$ cat src/rtl/radio_cfg_pkg.sv
package radio_cfg_pkg;

    // Command strobes and register addresses decoded by the radio chip
    localparam logic [7:0] CMD_RESET     = 8'h30;
    localparam logic [7:0] CMD_TX        = 8'h35;
    localparam logic [7:0] BURST_FLAG    = 8'h40;
    localparam logic [7:0] REG_PIN_B     = 8'h01;
    localparam logic [7:0] REG_PIN_A     = 8'h02;
    localparam logic [7:0] REG_SYNC_HI   = 8'h04;
    localparam logic [7:0] REG_SYNC_LO   = 8'h05;
    localparam logic [7:0] REG_PKT_LEN   = 8'h06;
    localparam logic [7:0] REG_PKT_CTRL  = 8'h08;
    localparam logic [7:0] REG_CHAN      = 8'h0A;
    localparam logic [7:0] REG_FREQ_HI   = 8'h0D;
    localparam logic [7:0] REG_FREQ_MID  = 8'h0E;
    localparam logic [7:0] REG_FREQ_LO   = 8'h0F;
    localparam logic [7:0] REG_RATE_EXP  = 8'h10;
    localparam logic [7:0] REG_RATE_MAN  = 8'h11;
    localparam logic [7:0] REG_PWR_TABLE = 8'h3E;

    localparam int SCRIPT_LEN = 39;

    typedef enum logic [1:0] {
        ST_IDLE,
        ST_WAIT,
        ST_SHIFT,
        ST_GAP
    } seq_state_e;

    typedef struct packed {
        logic [7:0] data;
        logic       eof;   // last byte of its chip-select frame
    } step_t;

    function automatic step_t script_step(input int unsigned idx);
        step_t s;
        case (idx)
            0:  s = '{CMD_RESET,    1'b1};
            1:  s = '{REG_PIN_B,    1'b0};
            2:  s = '{8'h0B,        1'b1};
            3:  s = '{REG_PIN_A,    1'b0};
            4:  s = '{8'h0C,        1'b1};
            5:  s = '{REG_SYNC_HI,  1'b0};
            6:  s = '{8'hD3,        1'b1};
            7:  s = '{REG_SYNC_LO,  1'b0};
            8:  s = '{8'h91,        1'b1};
            9:  s = '{REG_PKT_LEN,  1'b0};
            10: s = '{8'hFF,        1'b1};
            11: s = '{REG_PKT_CTRL, 1'b0};
            12: s = '{8'h12,        1'b1};
            13: s = '{REG_CHAN,     1'b0};
            14: s = '{8'h00,        1'b1};
            15: s = '{REG_FREQ_HI,  1'b0};
            16: s = '{8'h21,        1'b1};
            17: s = '{REG_FREQ_MID, 1'b0};
            18: s = '{8'h65,        1'b1};
            19: s = '{REG_FREQ_LO,  1'b0};
            20: s = '{8'h6A,        1'b1};
            21: s = '{REG_RATE_EXP, 1'b0};
            22: s = '{8'h87,        1'b1};
            23: s = '{REG_RATE_MAN, 1'b0};
            24: s = '{8'hF8,        1'b1};
            25: s = '{REG_PWR_TABLE | BURST_FLAG, 1'b0};
            26: s = '{8'h03,        1'b0};
            27: s = '{8'h0E,        1'b0};
            28: s = '{8'h1D,        1'b0};
            29: s = '{8'h34,        1'b0};
            30: s = '{8'h60,        1'b0};
            31: s = '{8'h84,        1'b0};
            32: s = '{8'hC8,        1'b0};
            33: s = '{8'hC0,        1'b1};
            34: s = '{CMD_TX,       1'b1};
            35: s = '{REG_PIN_B,    1'b0};
            36: s = '{8'h0B,        1'b1};
            37: s = '{REG_PIN_A,    1'b0};
            38: s = '{8'h0C,        1'b1};
            default: s = '{8'h00,   1'b1};
        endcase
        return s;
    endfunction

endpackage

$ cat src/rtl/radio_cfg_rom.sv
module radio_cfg_rom
    import radio_cfg_pkg::*;
#(
    parameter int IDX_W = $clog2(SCRIPT_LEN)
) (
    input  logic [IDX_W-1:0] idx,
    output logic [7:0]       data,
    output logic             eof,
    output logic             last
);
    localparam logic [IDX_W-1:0] LAST_IDX = IDX_W'(SCRIPT_LEN - 1);

    step_t step;

    always_comb begin
        step = script_step(int'(idx));
        data = step.data;
        eof  = step.eof;
        last = (idx == LAST_IDX);
    end
endmodule

$ cat src/rtl/spi_byte_tx.sv
module spi_byte_tx #(
    parameter int HALF_DIV = 4
) (
    input  logic       clk,
    input  logic       rst_n,
    input  logic       go,
    input  logic [7:0] din,
    output logic       sclk,
    output logic       mosi,
    output logic       done
);
    localparam int DIV_W = $clog2(HALF_DIV + 1);
    localparam logic [DIV_W-1:0] DIV_LAST = DIV_W'(HALF_DIV - 1);

    typedef struct packed {
        logic             active;
        logic             sclk;
        logic [DIV_W-1:0] div;
        logic [2:0]       bits;
        logic [7:0]       sh;
        logic             done;
    } eng_t;

    eng_t eng_d, eng_q;

    always_comb begin
        eng_d      = eng_q;
        eng_d.done = 1'b0;
        if (go && !eng_q.active) begin
            eng_d.active = 1'b1;
            eng_d.sclk   = 1'b0;
            eng_d.div    = '0;
            eng_d.bits   = '0;
            eng_d.sh     = din;
        end else if (eng_q.active) begin
            if (eng_q.div == DIV_LAST) begin
                eng_d.div = '0;
                if (!eng_q.sclk) begin
                    eng_d.sclk = 1'b1;           // chip samples on this rise
                end else begin
                    eng_d.sclk = 1'b0;
                    if (eng_q.bits == 3'd7) begin
                        eng_d.active = 1'b0;
                        eng_d.done   = 1'b1;
                    end else begin
                        eng_d.bits = eng_q.bits + 3'd1;
                        eng_d.sh   = {eng_q.sh[6:0], 1'b0};
                    end
                end
            end else begin
                eng_d.div = eng_q.div + 1'b1;
            end
        end
    end

    always_ff @(posedge clk or negedge rst_n) begin
        if (!rst_n) eng_q <= '0;
        else        eng_q <= eng_d;
    end

    assign sclk = eng_q.sclk;
    assign mosi = eng_q.sh[7];
    assign done = eng_q.done;

    // Data must hold steady for the whole high phase
    assert_mosi_steady_R8: assert property (@(posedge clk) disable iff (!rst_n)
        (sclk && $past(sclk)) |-> $stable(mosi));

    // Clock never rises outside an active byte
    assert_sclk_idle_low_R8: assert property (@(posedge clk) disable iff (!rst_n)
        $rose(sclk) |-> $past(eng_q.active));
endmodule

$ cat src/rtl/radio_cfg_sequencer.sv
module radio_cfg_sequencer
    import radio_cfg_pkg::*;
#(
    parameter int HALF_DIV      = 4,
    parameter int READY_TIMEOUT = 1000,
    parameter int GAP_SCLKS     = 2
) (
    input  logic clk,
    input  logic rst_n,
    input  logic start,
    input  logic miso,
    output logic busy,
    output logic done,
    output logic ready_err,
    output logic sclk,
    output logic mosi,
    output logic cs_n
);
    localparam int IDX_W   = $clog2(SCRIPT_LEN);
    localparam int GAP_CYC = 2 * HALF_DIV * GAP_SCLKS;
    localparam int CNT_MAX = (READY_TIMEOUT > GAP_CYC) ? READY_TIMEOUT : GAP_CYC;
    localparam int CNT_W   = $clog2(CNT_MAX + 1);
    localparam logic [CNT_W-1:0] TO_LAST  = CNT_W'(READY_TIMEOUT - 1);
    localparam logic [CNT_W-1:0] GAP_LAST = CNT_W'(GAP_CYC - 1);

    typedef struct packed {
        seq_state_e       state;
        logic [IDX_W-1:0] idx;
        logic [CNT_W-1:0] cnt;
        logic             load;
        logic             cs_n;
        logic             done;
        logic             err;
    } seq_t;

    seq_t seq_d, seq_q;

    logic [7:0] rom_data;
    logic       rom_eof;
    logic       rom_last;
    logic       eng_go;
    logic       eng_done;

    radio_cfg_rom #(.IDX_W(IDX_W)) i_rom (
        .idx  (seq_q.idx),
        .data (rom_data),
        .eof  (rom_eof),
        .last (rom_last)
    );

    spi_byte_tx #(.HALF_DIV(HALF_DIV)) i_eng (
        .clk   (clk),
        .rst_n (rst_n),
        .go    (eng_go),
        .din   (rom_data),
        .sclk  (sclk),
        .mosi  (mosi),
        .done  (eng_done)
    );

    always_comb begin
        seq_d      = seq_q;
        seq_d.done = 1'b0;
        eng_go     = 1'b0;
        case (seq_q.state)
            ST_IDLE: begin
                if (start) begin
                    seq_d.state = ST_WAIT;
                    seq_d.idx   = '0;
                    seq_d.cnt   = '0;
                    seq_d.cs_n  = 1'b0;
                    seq_d.err   = 1'b0;
                end
            end
            ST_WAIT: begin
                if (!miso) begin
                    seq_d.state = ST_SHIFT;
                    seq_d.load  = 1'b1;
                end else if (seq_q.cnt == TO_LAST) begin
                    seq_d.state = ST_IDLE;
                    seq_d.cs_n  = 1'b1;
                    seq_d.err   = 1'b1;
                end else begin
                    seq_d.cnt = seq_q.cnt + 1'b1;
                end
            end
            ST_SHIFT: begin
                if (seq_q.load) begin
                    eng_go     = 1'b1;
                    seq_d.load = 1'b0;
                end else if (eng_done) begin
                    if (!rom_eof) begin
                        seq_d.idx  = seq_q.idx + 1'b1;   // burst continues
                        seq_d.load = 1'b1;
                    end else begin
                        seq_d.cs_n = 1'b1;
                        seq_d.cnt  = '0;
                        if (rom_last) begin
                            seq_d.state = ST_IDLE;
                            seq_d.done  = 1'b1;
                        end else begin
                            seq_d.state = ST_GAP;
                            seq_d.idx   = seq_q.idx + 1'b1;
                        end
                    end
                end
            end
            ST_GAP: begin
                if (seq_q.cnt == GAP_LAST) begin
                    seq_d.state = ST_WAIT;
                    seq_d.cnt   = '0;
                    seq_d.cs_n  = 1'b0;
                end else begin
                    seq_d.cnt = seq_q.cnt + 1'b1;
                end
            end
            default: seq_d.state = ST_IDLE;
        endcase
    end

    always_ff @(posedge clk or negedge rst_n) begin
        if (!rst_n) begin
            seq_q       <= '0;
            seq_q.state <= ST_IDLE;
            seq_q.cs_n  <= 1'b1;
        end else begin
            seq_q <= seq_d;
        end
    end

    assign busy      = (seq_q.state != ST_IDLE);
    assign done      = seq_q.done;
    assign ready_err = seq_q.err;
    assign cs_n      = seq_q.cs_n;

    // Checker: consecutive cycles with chip select high, saturating
    logic [CNT_W-1:0] gap_run_q;
    always_ff @(posedge clk or negedge rst_n) begin
        if (!rst_n)                 gap_run_q <= '0;
        else if (!cs_n)             gap_run_q <= '0;
        else if (gap_run_q != GAP_LAST + 1'b1) gap_run_q <= gap_run_q + 1'b1;
    end

    assert_sclk_in_frame_R8: assert property (@(posedge clk) disable iff (!rst_n)
        sclk |-> !cs_n);

    assert_no_clock_before_ready_R6: assert property (@(posedge clk) disable iff (!rst_n)
        (seq_q.state == ST_WAIT) |-> !sclk);

    assert_frame_gap_R9: assert property (@(posedge clk) disable iff (!rst_n)
        ($fell(cs_n) && seq_q.idx != '0) |-> (gap_run_q > GAP_LAST));

    assert_done_single_R10: assert property (@(posedge clk) disable iff (!rst_n)
        done |=> !done);

    assert_done_released_R10: assert property (@(posedge clk) disable iff (!rst_n)
        done |-> (!busy && cs_n));

    assert_abort_released_R7: assert property (@(posedge clk) disable iff (!rst_n)
        $rose(ready_err) |-> (cs_n && !busy && !done));

    assert_start_ignored_R11: assert property (@(posedge clk) disable iff (!rst_n)
        (busy && $past(busy)) |-> (seq_q.idx >= $past(seq_q.idx)));
endmodule

$ cat config.mk
export PLATFORM = sky130hd
export DESIGN_NAME = radio_cfg_sequencer
export DESIGN_NICKNAME = d
export VERILOG_FILES = /design/src/rtl/radio_cfg_pkg.sv /design/src/rtl/radio_cfg_rom.sv /design/src/rtl/spi_byte_tx.sv /design/src/rtl/radio_cfg_sequencer.sv
export SDC_FILE = /design/constraint.sdc
export NUM_CORES = 1
export LEC_CHECK = 0
export ABC_AREA = 0
export BUFFER_PORTS_ARGS = -buffer_cell sky130_fd_sc_hd__buf_2
export CORE_UTILIZATION = 60
export CTS_BUF_LIST = sky130_fd_sc_hd__clkbuf_8
export DETAILED_ROUTE_END_ITERATION = 10
export PLACE_DENSITY = 0.76
export REMOVE_ABC_BUFFERS = 1
export SYNTH_ARGS = -nofsm -noshare
export SYNTH_HDL_FRONTEND = slang
export SYNTH_SLANG_ARGS = --single-unit
$ cat constraint.sdc
create_clock -name clk -period 5.7 [get_ports clk]
set_input_delay 0.855 -clock clk [delete_from_list [all_inputs] [get_ports clk]]
set_output_delay 0.855 -clock clk [all_outputs]
set_load 0.05 [all_outputs]
# --- Word level (Yosys, flattened, before mapping) ---
# Memory sizes are Yosys's and may differ from the RTL's.
# Index checks and enable logic that the tools add are counted.
word_totals:
  input_bits: 4
  mem_bits_ro: 576
  wordCells: 101
  output_inout_bits: 6
  memories: 1
  regBits: 39
mem_list:
  columns: ["name", "depth", "width", "rd", "rd_clocked_by_memory_dff", "wr", "line_no", "source"]
  rows:
  - ["(name not given)", 64, 9, 1, 0, 0, "radio_cfg_pkg.sv:37", "case (idx)"]
classes:
  n_addsub: 4
  n_eq_ne: 20
  mux: 45
  reduce_logical: 18
op_table:
  columns: ["operator", "count"]
  rows:
  - ["two-way mux 10 bit", 4]
  - ["case mux 10 bit (4 select lines)", 1]
  - ["two-way mux 18 bit", 2]
  - ["two-way mux 12 bit", 2]
  - ["two-way mux 21 bit", 1]
  - ["two-way mux 17 bit", 1]
  - ["two-way mux 1 bit", 16]
  - ["two-way mux 16 bit", 1]
  - ["two-way mux 2 bit", 8]
  - ["inequality test 2 bit, second input constant", 7]
  - ["nonzero test 2 bit", 7]
  - ["two-way mux 6 bit", 2]
  - ["case mux 6 bit (2 select lines)", 1]
  - ["AND reduction 6 bit", 2]
  - ["two-way mux 11 bit", 1]
  - ["adder 10 x 1 -> 10 bit, second input constant", 1]
  - ["equality test 10 bit, second input constant", 1]
  - ["equality test 10 x 4 -> 1 bit, second input constant", 1]
  - ["case mux 2 bit (4 select lines)", 1]
  - ["AND reduction 4 bit", 2]
  - ["AND reduction 7 bit", 1]
  - ["adder 3 x 1 -> 3 bit, second input constant", 2]
  - ["adder 6 x 1 -> 6 bit, second input constant", 1]
  - ["equality test 6 bit, second input constant", 1]
  - ["other kinds (14)", 20]

# --- Depth between registers and ports, before layout ---
# Gate-level depths: netlist (run 1).
depth:
  depth_word: 6
  depth_mapped: 9
  ltp_nobuf: 7

# --- Cells and area by module ---
# A second synthesis (run 1) with hierarchy kept.
unflattened:
  cells_unflattened: 314
  hier_area_um2: 2924.1
by_module_without_submodules:
  columns: ["mod", "instances", "seq_area_each_um2", "area_each_um2", "cells_each"]
  rows:
  - ["radio_cfg_sequencer", 1, 551.8, 1472.7, 153]
  - ["spi_byte_tx", 1, 425.4, 760.7, 65]
  - ["radio_cfg_rom", 1, 0.0, 690.7, 96]

# --- Worst setup path before layout (run 1) ---
# OpenSTA, ideal clock, no wires.
synth_path:
  path_type: "reg-to-reg"
  start: "reg seq_q[14] (netlist name)"
  end: "reg seq_q[7] (netlist name)"
  synth_period_minus_slack_ns: 2.367
  setup_time_ns: 0.121
  path_stages_with_launch: 10
  required_ns: 5.579
  t_arrival_ns: 2.246
  n_path_buf: 2
  path_slack_ns: 3.333
  path_cell_list: "dfrtp_1 -> clkbuf_1 -> inv_1 -> ha_1 -> nor2b_1 -> o41ai_1 -> a31o_2 -> buf_4 -> a211o_1 -> a22o_1"
synth_between:
  elab_chain_len: 3
synth_lines:
  columns: ["item", "line_no", "source"]
  rows:
  - ["start: declaration", "radio_cfg_sequencer.sv:36", "seq_t seq_d, seq_q;"]
  - ["start signal: assignment", "radio_cfg_sequencer.sv:127", "seq_q <= seq_d;"]
  - ["memory (64 x 9 bit)", null, null]
  - ["inequality test 2 x 1 -> 1 bit (no line)", null, null]
  - ["AND reduction 6 bit (no line)", null, null]
# No other way between the ends.
# A chain may end at the register's enable or synchronous reset.

# --- Worst setup path in the final report (run 1) ---
layout_path:
  start: "reg seq_q[14] (netlist name)"
  end: "reg seq_q[4] (netlist name)"
# The elaborated chain is that of the path after synthesis.

==> results of run 1 <==
## worst max-delay path by stage
stage / to / slack [ns] / startpoint
final: seq_q[4] / 2.92 / seq_q[14]
after global routing: seq_q[8] / 2.69 / seq_q[14]
after CTS: seq_q[4] / 2.93 / seq_q[14]
after detailed placement: seq_q[4] / 2.94 / seq_q[14]
after global placement: seq_q[4] / 3.00 / seq_q[14]
after floorplan: seq_q[4] / 3.41 / seq_q[14]
## cell type report
cell class              instances  area (um2)  area share
multi-input cells             238        1674      0.5767
clock inverters                 3       20.02    0.006897
well taps                      52       65.06     0.02241
repair buffers                  9       45.04     0.01552
clock buffers                   5       68.82     0.02371
inverters                      14       52.55     0.01810
flip-flops and latches         39       977.2      0.3366
## worst register-to-register path: cells and delay by family, from the launching register on
kind            cells  cell delay [ns]
buf+inv             1             0.19
compound gates      2             0.55
simple gates        2             0.74
flops               1             0.54
fa+ha+maj           1             0.45
mux                 1             0.26
## kinds of logic after synthesis
logic type                 after synthesis  synth area share
buffers and inverters                   34           0.05148
xor gates and xnor gates                 5           0.01567
DFF                                     39            0.3496
adders and majority gates               15           0.06714
and+or+nand+nor                        120            0.2310
AOI/OAI and AO/OA                       88            0.2350
muxes                                   10           0.05013
## metal layers
metal	vias to the layer above	track usage	wire, um
li1	1146	-	-
met1	1133	0.3987	2992
met2	67	0.3979	2648
met3	9	0.06061	248
met4	0	0.06667	72
met5	-	0	0
## metrics by stage
| step | hold slack [ns] | setup slack, ns | area [um2] | util |
|---|---|---|---|---|
| 6_report | 0.5041 | 2.921 | 2903 | 0.6576 |
| 5_1_grt | 0.5199 | 2.686 | 2903 | 0.6576 |
| 4_1_cts | 0.4991 | 2.930 | 2903 | 0.6576 |
| 3_5_place_dp | 0.4760 | 2.941 | 2814 | 0.6375 |
| 3_3_place_gp | 0.4792 | 2.998 | 2814 | 0.6375 |
| 2_1_floorplan | 0.4538 | 3.410 | 2704 | - |
## placed cells by master, fill, tap and decap left out, drive strengths merged, types with 8 or more instances in the layout
cell / instances
nand3: 15
inv: 13
buf: 9
nand2: 28
a211o: 8
a22o: 9
nor2: 24
o21ai: 19
ha: 15
and3: 8
a21oi: 13
dfrtp: 38
## flip-flops by register name (all words and copies together) (netlist names)
name / flops
cs_n: 1
done: 1
i_eng.done: 1
i_eng.eng_q: 14
i_eng.mosi: 1
i_eng.sclk: 1
ready_err: 1
seq_q: 19
## power breakdown
group	internal, W	total [W]	switching (W)
Sequential	0.000339	0.000384	0.0000451
Clock	0.0000851	0.000187	0.000102
Combinational	0.000186	0.000460	0.000274
Total	0.000610	0.00103	0.000421
==> flow_metrics.py, run 1 <==
metrics = {
    "cts": {
        "h-tree-depth": 2,
        "post_cts_buffers": 0,
        "cts_buffers": 5,
        "clk_path_buf_depth": 2,
        "cts_tree": "built",
        "postCtsHoldBufs": 0,
        "clkSinkCount": 39,
        "cts_resized": 0,
        "cts.root.buffer_cell": "clkbuf_8",
        "path_clk_slew_ns": 0.08,
        "clkLatencyLatePin_ns": 0.30,
    },
    "pwr": {
        "power_density_nw_per_um2": 355.3,
        "p_leak_nw": 1.294,
        "ir_worst_vdd_mv": 0.3442,
        "power_w": 0.001031,
    },
    "timing": {
        "finalSetupTns_ns": 0,
        "period_share": 0.4876,
        "skew_ns": 0.003958,
        "fin_crit_ns": 2.780,
        "finalHoldViolCount": 0,
        "relSlewSlack": 0.4182,
        "max_freq_ghz": 0.3598,
        "worst_pin_slew_ns": 0.8726,
        "setup_viol": 0,
        "rsz0062_at_grt": "false",
        "drv_slew": 0,
    },
    "setup_path": {
        "criticalPathCategory": "reg -> reg",
        "required_ns": 5.94,
        "cpPeakStageDelay_ns": 0.55,
        "reg2reg_slack_ns": 2.92,
        "cp_cell_sequence": "inv_1 > ha_1 > nor2b_1 > o221ai_1 > a31o_2 > nor3b_2 > mux2_2",
        "r2r_cells": 7,
        "end_kind": "flop",
        "path_buf_inv": 1,
        "critPathMaxFanout": 15,
        "r2r_start": "seq_q[14]",
        "crit_family": "simple AND/OR/NAND/NOR gates",
        "worstPathArrival_ns": 3.02,
        "crit_slowest_cell": "nor3b_2",
        "cp.depth": 7,
        "start_kind": "flop",
        "r2r_end": "seq_q[4]",
    },
    "hold_path": {
        "whs_endpoint": "cs_n",
        "hold_path_depth": 2,
        "min_from": "cs_n",
        "hold_path_class": "reg -> reg",
    },
    "final_layout": {
        "drive_gt1_frac": 0.1299,
        "diodes": 0,
        "instances_no_fill": 360,
        "nFillCells": 391,
        "nets": 326,
        "area.growth.synth_to_final_pct": 3.849,
    },
    "yosys": {
        "synth_commonest_cells": "dfrtp_1 (38), nand2_1 (28), nor2_1 (24)",
        "synth_top_area_share": 0.3402,
        "synth_area_leaders": "dfrtp_1 (34%), ha_1 (6.7%), nand2_1 (3.8%), o21ai_0 (3.4%), nor2_1 (3.2%)",
        "ys.flop_type": "dfrtp_1",
        "synthCells": 311,
        "synth_edf_count": 0,
        "yosysSeqAreaShare": 0.3496,
        "yosys_warnings": 0,
        "yosysMostFrequentCell": "dfrtp_1",
        "syn-cell-area_um2": 2795,
        "ys_types": 67,
        "syn_area_per_cell_um2": 8.988,
        "synth_area_leader_cell": "dfrtp_1",
        "ys_ff_latch": 39,
        "synthArstFlopShare": 1.000,
    },
    "placed_design": {
        "numPortBuffers": 9,
        "dp_cells": 352,
        "hpwl_um": 4139,
        "place_congestion": 0.9031,
    },
    "global_routing": {
        "grt_start_max_net_pins": 40,
        "grt.total_usage": 0.2689,
        "first_global_vias": 2177,
        "antenna_found_initial": 0,
        "grt_first_pass_wirelength_um": 10490,
        "grt_overflow": 0,
    },
    "route": {
        "via_count": 2355,
        "wl_um": 5962,
        "ant_nets": 0,
        "drtPass1Iterations": 5,
        "wl_per_cell_um": 16.56,
        "vias_per_cell": 6.542,
        "drc_errors": 0,
        "drt-initial-drc-count": 176,
    },
    "run": {
        "cap_violations": 0,
    },
    "outcome": {
        "status": "completed",
    },
    "die": {
        "num_rows": 24,
        "die_h_um": 70.26,
        "pin_count": 10,
        "die-area_um2": 4936,
        "design.core.area_um2": 4414,
        "start_util": 0.6332,
        "die-width_um": 70.26,
    },
}
Power figures use the tool's default switching activity.
==> run 2: changes to the inputs <==
clock period = 2.8 ns   (was 5.7 ns; I/O delays follow)
==> run 2 against run 1 <==
  * Sequential power rose by 110%
  * Highest routed layer unchanged
  * Utilization rose by 2.2 points
  * Via count rose by 2.5%
  * Critical path depth did not move
  * Critical path type unchanged
==> flow_metrics.py, run 2 (same netlist as run 1, synthesis figures left out) <==
metrics = {
    "final_layout": {
        "drive_gt1_frac": 0.1572,
        "layout_commonest_cell": "dfrtp_1",
        "largestRegisters": "seq_q x19, i_eng.eng_q x14",
        "max_flop_register": "seq_q",
        "layout_common_cells": "dfrtp_1 (38), nand2_1 (28), nor2_1 (24)",
        "nets": 336,
        "instances_no_fill": 370,
        "diodes": 0,
        "area.growth.synth_to_final_pct": 7.386,
        "final_core_util": 0.6800,
        "largest_register_ff_count": 19,
    },
    "die": {
        "die-area_um2": 4936,
        "pin_count": 10,
        "design.core.area_um2": 4414,
        "die_h_um": 70.26,
        "die-width_um": 70.26,
        "start_util": 0.6332,
        "num_rows": 24,
    },
    "cts": {
        "post_cts_buffers": 0,
        "cts_tree": "built",
        "clk_path_buf_depth": 2,
        "cts_resized": 0,
        "clkSinkCount": 39,
        "cts.root.buffer_cell": "clkbuf_8",
        "postCtsHoldBufs": 0,
        "cts_buffers": 5,
        "h-tree-depth": 2,
        "path_clk_slew_ns": 0.08,
        "clkLatencyLatePin_ns": 0.29,
    },
    "timing": {
        "fin_crit_ns": 2.447,
        "period_share": 0.8740,
        "rsz0062_at_grt": "false",
        "worst_pin_slew_ns": 0.8386,
        "drv_slew": 0,
        "relSlewSlack": 0.4409,
        "max_freq_ghz": 0.4086,
        "finalHoldViolCount": 0,
        "skew_ns": 0.006168,
        "setup_viol": 0,
        "fin_hold_ws_ns": 0.2256,
        "finalSetupTns_ns": 0,
    },
    "setup_path": {
        "r2r_end": "seq_q[4]",
        "r2r_cells": 7,
        "start_kind": "flop",
        "required_ns": 2.98,
        "criticalPathCategory": "reg -> reg",
        "end_kind": "flop",
        "r2r_start": "seq_q[20]",
        "reg2reg_slack_ns": 0.35,
        "critPathMaxFanout": 14,
        "worstPathArrival_ns": 2.63,
    },
    "route": {
        "drc_errors": 0,
        "drt-initial-drc-count": 206,
        "drtPass1Iterations": 5,
        "vias_per_cell": 6.524,
        "ant_nets": 0,
        "wl_per_cell_um": 16.92,
        "via_count": 2414,
        "wl_um": 6259,
    },
    "global_routing": {
        "grt_first_pass_wirelength_um": 10900,
        "grt.total_usage": 0.2775,
        "first_global_vias": 2257,
        "antenna_found_initial": 0,
        "grt_overflow": 0,
        "grt_start_max_net_pins": 40,
    },
    "pwr": {
        "seqPwrFrac": 0.357,
        "p_switching_w": 0.0008667,
        "p_clk_frac": 0.210,
        "internal-power_w": 0.001340,
        "p_leak_nw": 1.366,
        "p_comb_frac": 0.433,
        "ir_worst_vdd_mv": 0.6045,
        "p_sw_frac": 0.3928,
        "power_density_nw_per_um2": 735.1,
    },
    "placed_design": {
        "place_congestion": 0.8898,
        "dp_cells": 362,
        "hpwl_um": 4556,
        "numPortBuffers": 9,
    },
    "run": {
        "cap_violations": 0,
    },
    "hold_path": {
        "hold_path_class": "in -> async",
    },
    "outcome": {
        "status": "completed",
    },
}
## run 2: power groups by stage
| stage | clock, W | combinational, W | sequential [W] |
|---|---|---|---|
| after floorplan | 0 | 0.000690 | 0.000832 |
| after global placement | 0 | 0.000925 | 0.000787 |
| after detailed placement | 0 | 0.000937 | 0.000799 |
| after CTS | 0.000477 | 0.000949 | 0.000787 |
| after global routing | 0.000499 | 0.00106 | 0.000804 |
| final | 0.000462 | 0.000956 | 0.000788 |
## run 2: how the worst max path moves through the flow
| stage | start | end | depth (start not counted) |
|---|---|---|---|
| final | seq_q[20] | seq_q[4] | 7 |
| after global placement | seq_q[20] | seq_q[18] | 7 |
| after detailed placement | seq_q[20] | seq_q[4] | 7 |
| after global routing | seq_q[20] | seq_q[18] | 7 |
| after floorplan | seq_q[14] | seq_q[4] | 7 |
| after CTS | seq_q[20] | seq_q[4] | 7 |
## run 2: final cells by class
type,instances,area (um2)
flip-flops and latches,39,977.2
clock inverters,3,43.79
repair buffers,19,120.1
inverters,14,52.55
clock buffers,5,68.82
multi-input cells,238,1674
fillers,386,1413
well taps,52,65.06
## run 2: per-layer routing
layer,GRT usage,up-vias,share of wire
li1,-,1170,-
met1,0.4056,1141,0.47
met2,0.4053,93,0.45
met3,0.06638,10,0.071
met4,0.08667,0,0.014
met5,0,-,0
## run 2: critical path, cell delays in order, from the launching register on
cell	delay [ns]
dfrtp_1	0.40
inv_1	0.13
ha_1	0.40
inv_1	0.16
o41ai_1	0.45
a31o_2	0.35
nor3b_2	0.16
mux2_2	0.29
## run 2: stage by stage
step | setup slack, ns | instance area (um2) | power, W
4_1_cts | 0.3888 | 3002 | 0.002214
2_1_floorplan | 0.5095 | 2704 | 0.001522
6_report | 0.3528 | 3002 | 0.002206
3_5_place_dp | 0.4034 | 2889 | 0.001736
5_1_grt | 0.1834 | 3002 | 0.002366
3_3_place_gp | 0.5056 | 2889 | 0.001713
==> run 3: changes to the inputs <==
--- a/config.mk
+++ b/config.mk
@@ -8,8 +8,8 @@
 export ABC_AREA = 0
 export BUFFER_PORTS_ARGS = -buffer_cell sky130_fd_sc_hd__buf_2
-export CORE_UTILIZATION = 60
+export CORE_UTILIZATION = 42
 export CTS_BUF_LIST = sky130_fd_sc_hd__clkbuf_8
 export DETAILED_ROUTE_END_ITERATION = 10
-export PLACE_DENSITY = 0.76
+export PLACE_DENSITY = 0.56
 export REMOVE_ABC_BUFFERS = 1
 export SYNTH_ARGS = -nofsm -noshare
==> constraint.sdc (replaced) <==
create_clock -name clk -period 2.8 [get_ports clk]
set_input_delay 0.28 -clock clk [delete_from_list [all_inputs] [get_ports clk]]
set_output_delay 0.28 -clock clk [all_outputs]
set_load 0.05 [all_outputs]
==> run 3 against run 2 <==
  * Critical path depth did not move
  * Clock power grew 3%
  * Sequential power shrank 0.5%
  * First-iteration DRC count down 9.7%
  * Global-route usage decreased by 7.8 points
  * Hold slack worse by 0.11 ns
  * Critical endpoint is now seq_q[17]
  * Largest cell class unchanged
==> flow_metrics.py, run 3 (same netlist as run 1, synthesis figures left out) <==
metrics = {
    "die": {
        "die_h_um": 83.58,
        "design.core.area_um2": 6386,
        "num_rows": 29,
        "die-area_um2": 6986,
        "die-width_um": 83.58,
        "start_util": 0.4377,
        "pin_count": 10,
    },
    "route": {
        "wl_um": 6626,
        "ant_nets": 0,
        "via_count": 2359,
        "vias_per_cell": 5.957,
        "drc_errors": 0,
        "drt-initial-drc-count": 186,
        "drtPass1Iterations": 4,
        "wl_per_cell_um": 16.73,
    },
    "placed_design": {
        "place_congestion": 0.8238,
        "hpwl_um": 4574,
        "numPortBuffers": 9,
    },
    "setup_path": {
        "end_kind": "flop",
        "crit_family": "simple AND/OR/NAND/NOR gates",
        "criticalPathCategory": "reg -> reg",
        "worstPathArrival_ns": 2.67,
        "cpPeakStageDelay_ns": 0.56,
        "critPathMaxFanout": 11,
        "required_ns": 3.03,
        "cp_cell_sequence": "inv_1 > ha_1 > nand2_1 > o22ai_1 > o211ai_1 > or4_1 > nand3_1",
        "crit_slowest_cell": "or4_1",
        "path_buf_inv": 1,
        "start_kind": "flop",
    },
    "final_layout": {
        "area.growth.synth_to_final_pct": 8.774,
        "nets": 337,
        "drive_gt1_frac": 0.1599,
        "layout_commonest_cell": "dfrtp_1",
        "layout_common_cells": "dfrtp_1 (38), nand2_1 (28), nor2_1 (24)",
        "largestRegisters": "seq_q x19, i_eng.eng_q x14",
        "diodes": 0,
        "largest_register_ff_count": 19,
        "max_flop_register": "seq_q",
    },
    "run": {
        "cap_violations": 0,
    },
    "hold_path": {
        "hold_path_class": "in -> async",
    },
    "cts": {
        "clkSinkCount": 39,
        "clkLatencyLatePin_ns": 0.29,
        "cts_tree": "built",
        "clk_path_buf_depth": 2,
        "post_cts_buffers": 0,
        "cts_resized": 0,
        "postCtsHoldBufs": 0,
        "h-tree-depth": 2,
        "cts.root.buffer_cell": "clkbuf_8",
        "cts_buffers": 5,
        "path_clk_slew_ns": 0.09,
    },
    "pwr": {
        "ir_worst_vdd_mv": 0.4784,
        "power_density_nw_per_um2": 727.3,
        "power_w": 0.002211,
        "p_leak_nw": 1.371,
    },
    "timing": {
        "drv_slew": 0,
        "relSlewSlack": 0.3973,
        "max_freq_ghz": 0.4101,
        "period_share": 0.8708,
        "finalSetupTns_ns": 0,
        "setup_viol": 0,
        "fin_crit_ns": 2.438,
        "rsz0062_at_grt": "false",
        "worst_pin_slew_ns": 0.9041,
        "skew_ns": 0.01193,
        "finalHoldViolCount": 0,
    },
    "global_routing": {
        "grt.total_usage": 0.1993,
        "grt_first_pass_wirelength_um": 11240,
        "antenna_found_initial": 0,
        "grt_overflow": 0,
        "first_global_vias": 2150,
        "grt_start_max_net_pins": 40,
    },
    "outcome": {
        "status": "completed",
    },
}
[run 3: changes by cell type in the layout (fill, tap and decap cells not counted), sizes merged]
cell	change
buf	+1
[run 3: path summary, 6_finish.rpt]
check / from / to / slack [ns] / cells after the start
max: seq_q[20] / seq_q[17] / 0.36 / 7
max reg2reg: seq_q[20] / seq_q[17] / 0.36 / 7
min reg2reg: i_eng.eng_q[13] / i_eng.eng_q[13] / 0.49 / 2
min in group clk: miso / ready_err / 0.30 / 3
min: rst_n / seq_q[14] / 0.11 / 1
max in group asynchronous: rst_n / done / 2.12 / 1
[run 3: worst register-to-register path: stages, from the launching register on]
cell      delay (ns)
dfrtp_1         0.41
inv_1           0.14
ha_1            0.41
nand2_1         0.29
o22ai_1         0.19
o211ai_1        0.29
or4_1           0.56
nand3_1         0.09
[run 3: report_power, final]
group | switching (W) | leakage [nW] | internal, W
Sequential | 0.0000933 | 0.516 | 0.000690
Combinational | 0.000569 | 0.797 | 0.000383
Clock | 0.000210 | 0.0581 | 0.000266
[run 3: cell type report]
cell class | instances | area [um2]
clock buffer | 5 | 68.82
clock inverter | 3 | 43.79
fill | 621 | 3346
inverter | 14 | 52.55
multi-input combinational | 238 | 1674
sequential | 39 | 977.2
tap | 77 | 96.34
timing repair buffer | 20 | 127.6
[run 3: metrics by stage]
| step | utilization | setup WS (ns) | hold WS (ns) | instances | area (um2) |
|---|---|---|---|---|---|
| final | 0.4761 | 0.3618 | 0.1138 | 396 | 3040 |
| after global routing | 0.4761 | 0.1665 | 0.1906 | 396 | 3040 |
| after CTS | 0.4761 | 0.3787 | 0.1492 | 396 | 3040 |
| after detailed placement | 0.4585 | 0.4148 | 0.4747 | 388 | 2928 |
| after global placement | 0.4585 | 0.4324 | 0.4731 | 388 | 2928 |
| after floorplan | - | 0.5095 | -0.01559 | 291 | 2704 |
[run 3: layer usage]
layer  vias to the layer above  routed length (um)  part of all wire  track usage
met1                      1156                3475              0.52       0.3074
met5                         -                   0                 0            0
met3                         4                 161             0.024      0.03066
met4                         0                  58            0.0088      0.04622
li1                       1164                   -                 -            -
met2                        35                2930              0.44       0.2912
